## src/rtl/swap_hold_buffer.sv

```systemverilog
module swap_hold_buffer (
  input  logic        clk,
  input  logic        rst_n,
  input  logic        big_endian,
  input  logic        master_rx,
  input  logic        wr16_en,
  input  logic        wr8_en,
  input  logic [15:0] wr_data,
  input  logic        rd_en,
  output logic [15:0] rd_data,
  input  logic        tx_pop,
  output logic [7:0]  tx_byte,
  output logic [2:0]  tx_level,
  input  logic        rx_push,
  input  logic [7:0]  rx_byte,
  output logic [2:0]  rx_level,
  input  logic        xrdy_set,
  input  logic        xudf_set,
  input  logic        rovr_set,
  input  logic        single_clr,
  output logic        flag_single,
  output logic        flag_rrdy,
  output logic        flag_xrdy,
  output logic        flag_xudf,
  output logic        flag_rovr,
  output logic        drain_ack
);
  logic [31:0] hold;
  logic [2:0]  txl, rxl;

  wire op_w16  = wr16_en;
  wire op_w8   = wr8_en & ~wr16_en;
  wire op_rd   = rd_en & ~wr16_en & ~wr8_en;
  wire op_pop  = tx_pop & ~wr16_en & ~wr8_en & ~rd_en;
  wire op_push = rx_push & ~wr16_en & ~wr8_en & ~rd_en & ~tx_pop;
  wire wr_ok   = (txl <= 3'd2);

  wire [15:0] ins16 = big_endian ? wr_data : {wr_data[7:0], wr_data[15:8]};

  assign rd_data  = big_endian ? {hold[7:0], hold[15:8]} : hold[15:0];
  assign tx_level = txl;
  assign rx_level = rxl;

  always_comb begin
    case (txl)
      3'd1:    tx_byte = hold[7:0];
      3'd2:    tx_byte = hold[15:8];
      3'd3:    tx_byte = hold[23:16];
      3'd4:    tx_byte = hold[31:24];
      default: tx_byte = 8'h00;
    endcase
  end

  always_ff @(posedge clk) begin
    if (!rst_n) begin
      hold        <= '0;
      txl         <= '0;
      rxl         <= '0;
      flag_single <= 1'b0;
      flag_rrdy   <= 1'b0;
      flag_xrdy   <= 1'b0;
      flag_xudf   <= 1'b0;
      flag_rovr   <= 1'b0;
      drain_ack   <= 1'b0;
    end else begin
      drain_ack <= 1'b0;
      if (single_clr) flag_single <= 1'b0;

      if (op_w16) begin
        if (wr_ok) begin
          hold      <= {hold[15:0], ins16};
          txl       <= txl + 3'd2;
          flag_xudf <= 1'b0;
          if (txl != 3'd0) flag_xrdy <= 1'b0;
        end
      end else if (op_w8) begin
        if (wr_ok) begin
          hold      <= {hold[23:0], wr_data[7:0]};
          txl       <= txl + 3'd1;
          flag_xudf <= 1'b0;
          if (txl == 3'd2) flag_xrdy <= 1'b0;
        end
      end else if (op_rd) begin
        flag_rovr <= 1'b0;
        if (rxl == 3'd1) begin
          flag_single <= 1'b1;
          rxl         <= 3'd0;
          flag_rrdy   <= 1'b0;
          drain_ack   <= master_rx;
        end else if (rxl >= 3'd2) begin
          if (rxl > 3'd2) hold <= {16'h0000, hold[31:16]};
          rxl <= rxl - 3'd2;
          if (rxl == 3'd2) begin
            flag_rrdy <= 1'b0;
            drain_ack <= master_rx;
          end
        end
      end else if (op_pop) begin
        if (txl != 3'd0) txl <= txl - 3'd1;
      end else if (op_push) begin
        if (rxl < 3'd4) begin
          hold[{rxl[1:0], 3'b000} +: 8] <= rx_byte;
          rxl       <= rxl + 3'd1;
          flag_rrdy <= 1'b1;
        end
      end

      if (xrdy_set) flag_xrdy <= 1'b1;
      if (xudf_set) flag_xudf <= 1'b1;
      if (rovr_set) flag_rovr <= 1'b1;
    end
  end

  assert_w16_level_R2: assert property (@(posedge clk) disable iff (!rst_n)
    (wr16_en && tx_level <= 3'd2) |=> tx_level == $past(tx_level) + 3'd2);

  assert_full_ignored_R3: assert property (@(posedge clk) disable iff (!rst_n)
    ((wr16_en || wr8_en) && tx_level > 3'd2) |=> ($stable(tx_level) && $stable(rx_level) && $stable(hold)));

  assert_pop_level_R5: assert property (@(posedge clk) disable iff (!rst_n)
    (op_pop && tx_level != 3'd0) |=> tx_level == $past(tx_level) - 3'd1);

  assert_single_read_R8: assert property (@(posedge clk) disable iff (!rst_n)
    (op_rd && rx_level == 3'd1) |=> (flag_single && rx_level == 3'd0));

  assert_drain_pulse_R9: assert property (@(posedge clk) disable iff (!rst_n)
    drain_ack |-> (!flag_rrdy && rx_level == 3'd0 && $past(rd_en)));

  assert_rovr_set_R11: assert property (@(posedge clk) disable iff (!rst_n)
    rovr_set |=> flag_rovr);
endmodule

```

## config.mk

```make
export PLATFORM = sky130hd
export DESIGN_NAME = swap_hold_buffer
export DESIGN_NICKNAME = d
export VERILOG_FILES = /design/src/rtl/swap_hold_buffer.sv
export SDC_FILE = /design/constraint.sdc
export NUM_CORES = 1
export LEC_CHECK = 0
export ABC_AREA = 1
export ABC_CLOCK_PERIOD_IN_PS = 2000
export CORE_MARGIN = 2
export CORE_UTILIZATION = 45
export DETAILED_ROUTE_END_ITERATION = 8
export GPL_ROUTABILITY_DRIVEN = 0
export PLACE_DENSITY_LB_ADDON = 0.05
export SLEW_MARGIN = 20
export SYNTH_ARGS = -nofsm -noshare
export SYNTH_HDL_FRONTEND = slang
export SYNTH_SLANG_ARGS = --single-unit
export TNS_END_PERCENT = 100
```

## constraint.sdc

```tcl
create_clock -name clk -period 2 [get_ports clk]
set_clock_uncertainty 0.05 [all_clocks]
set_input_delay 0.4 -clock clk [delete_from_list [all_inputs] [get_ports clk]]
set_output_delay 0.4 -clock clk [all_outputs]
set_load 0.005 [all_outputs]
```

==> impl_metrics.yaml <==
status:
  status: "finished with violations"
  violations: "setup timing"
setup_path:
  crit_fanout: 4
  start_kind: "flip-flop"
  slowest_stage: "dfxtp_4"
  worstPathCellList: "buf_6 > ha_4 > inv_4 > nor2_4 > a211oi_2 > buf_4 > buf_6 > a31oi_2 > buf_2"
  slowest_delay_ps: 370
  ff2ff_setup_slack_ps: -40
  cp-end-kind: "primary output"
  cpMostUsedCell: "buf_6"
  arrival_ps: 1710
  worstPathRequired_ps: 1550
  crit_type: "flip-flop to primary output"
floorplanning:
  die_area_um2: 8660
  start_util: 0.464
  die_h_um: 93.0
  io_pins: 73
  core_um2: 7690
  num_rows: 32
  die_w_um: 93.0
global_route:
  grt_max_degree: 39
  antenna_found_initial: 0
  grt_pass1_wl_um: 20700
  overflow: 0
  groute.usage.overall: 0.298
  grt_pass1_vias: 4136
synthesis:
  yosysUniqueCellTypes: 31
  synth-edff-count: 0
  ys_warn_count: 0
  synth_area_um2: 3570
  synthCells: 608
  ys.flop_type: "dfxtp_1"
  syn_area_per_cell_um2: 5.87
  synthArstFlopShare: 0
  yosysSeqAreaShare: 0.247
  ys_seq_elements: 44
  synth_nets: 659
timing:
  slew_violations: 0
  setup_slack_ps: -161
  setup_violations: 12
  hold_violations: 0
  rsz0062_at_grt: "true"
  max_freq_ghz: 0.463
  fin_crit_sh: 1.08
  tightest_slew_ps: 355
  fin_hold_ws_ps: 417
  fin_crit_ps: 2160
  timing.slew.headroom: 0.761
cells_and_area:
  multi_input_area_um2: 2570
  postLayoutCoreUtil: 0.692
  syn_to_final_growth_pct: 49.1
  seqCellArea_um2: 892
  drive_above_1_share: 0.232
  layout.nets: 800
  fill_cells: 694
  n_antenna_cell: 0
cts:
  worstSkewPairLatency_ps: 300
  clockBufferDepth: 2
  cts_made_buffers: 5
  clk_pin_slew_worst_paths_ps: 90
  cts_sinks: 44
  postCtsHoldBufs: 0
  clock-root-buffer: "clkbuf_8"
  htree_levels: 2
  cts_tree: "yes"
detailed_routing:
  drt-initial-drc-count: 507
  wl_met3_um: 1290
  wl_met2_um: 5650
  drt-met1-wl_um: 5850
  wl_per_cell_um: 15.4
  highest_layer: "met4"
  num_vias: 4533
  ant_nets: 0
  post-route-drc-count: 0
  drt_pass1_iterations: 6
  finalWirelength_um: 13100
  via_per_inst: 5.33
power:
  ir_worst_vdd_v: 0.000409
  leakage_nw: 2.43
  power_density_nw_per_um2: 741
  power_mw: 3.94
placement:
  dpl.hpwl_um: 9040
  portBuffers: 72
flow_run:
  cap_violations: 0
worst_hold_path:
  hold_path_class: "flip-flop to flip-flop"
[final timing paths]
path               startpoint     endpoint  depth (start not counted)
setup reg to reg  tx_level[1]     hold[25]                         14
setup / recovery  tx_level[1]   tx_byte[3]                          9
hold / removal    flag_single  flag_single                          2
hold reg to reg   flag_single  flag_single                          2
[worst max-delay path: cells and delay by family (launching register included)]
kind            cells  cell delay [ps]
buf+inv             5              630
flops               1              370
compound gates      2              230
fa+ha+maj           1              160
simple gates        1               30
[power by group]
part / switching (mW) / internal, mW / leakage (nW)
logic: 1.25 / 0.991 / 2.02
clock network: 0.323 / 0.239 / 0.0410
registers: 0.0983 / 1.04 / 0.366
[placed cells by master (no fill, tap or decap), drive strengths merged]
cell,instances
bufbuf,1
nand3b,7
ha,14
o22ai,32
buf,86
a31oi,1
nor3,2
a21oi,17
nand3,44
nor2,119
o21bai,8
clkinvlp,1
nand2,194
dlygate4sd2,16
o211ai,1
inv,68
clkdlybuf4s50,47
clkbuf,6
dfxtp,44
dlymetal6s2s,1
clkinv,1
o21ai,37
a211oi,1
nand4,1
[final cells by class]
| cell class | count | area share |
|---|---|---|
| multi-input combinational | 478 | 0.484 |
| timing repair buffer | 151 | 0.258 |
| sequential | 44 | 0.168 |
| inverter | 69 | 0.0513 |
| tap | 102 | 0.0240 |
| clock buffer | 6 | 0.0136 |
| clock inverter | 1 | 0.000941 |
[cell usage after synthesis, drive strengths merged (2+ instances only)]
master,n,area share
a21oi,17,0.025
buf,10,0.023
clkbuf,11,0.012
dfxtp,44,0.25
ha,14,0.049
inv,68,0.072
nand2,194,0.21
nand3,40,0.072
nand3b,7,0.015
nor2,119,0.14
nor3,2,0.0042
o21ai,37,0.052
o21bai,8,0.017
o22ai,32,0.056
[per-layer routing]
metal	global-route usage	vias to the layer above
met4	0.0797	0
met1	0.433	2014
met5	0	-
li1	-	2233
met2	0.451	256
met3	0.0580	30
[state kept, by name, indices dropped and copies added (netlist names)]
signal and cells:
hold 32, rx_level 3, tx_level 3, drain_ack 1, flag_rovr 1, flag_rrdy 1
flag_single 1, flag_xrdy 1, flag_xudf 1
[timing repair]
item                       in CTS  in global routing
setup endpoints to repair      58                 42
buffers inserted                6                 13
gates cloned                    3                  2
pin swaps                      10                 21
gates resized for setup        94                 43
[kinds of logic after synthesis]
kind of cell / Yosys count / share of synthesized area
buffers and inverters: 90 / 0.107
adder cells (fa/ha/maj): 14 / 0.0491
AND/OR/NAND/NOR: 363 / 0.440
AO/OA/AOI/OAI: 97 / 0.157
flip-flops: 44 / 0.247
[stage by stage]
stage                     instances  setup slack [ps]  setup TNS (ps)  area, µm²
final                           851              -161           -1230       5320
after global placement          820              -291          -10650       4770
after detailed placement        820              -304          -12410       4770
after global routing            851              -213           -3440       5320
after floorplan                 608               157               0       3570
after CTS                       836              -149           -1100       5050
No activity file was read; power rests on OpenSTA's default activity.
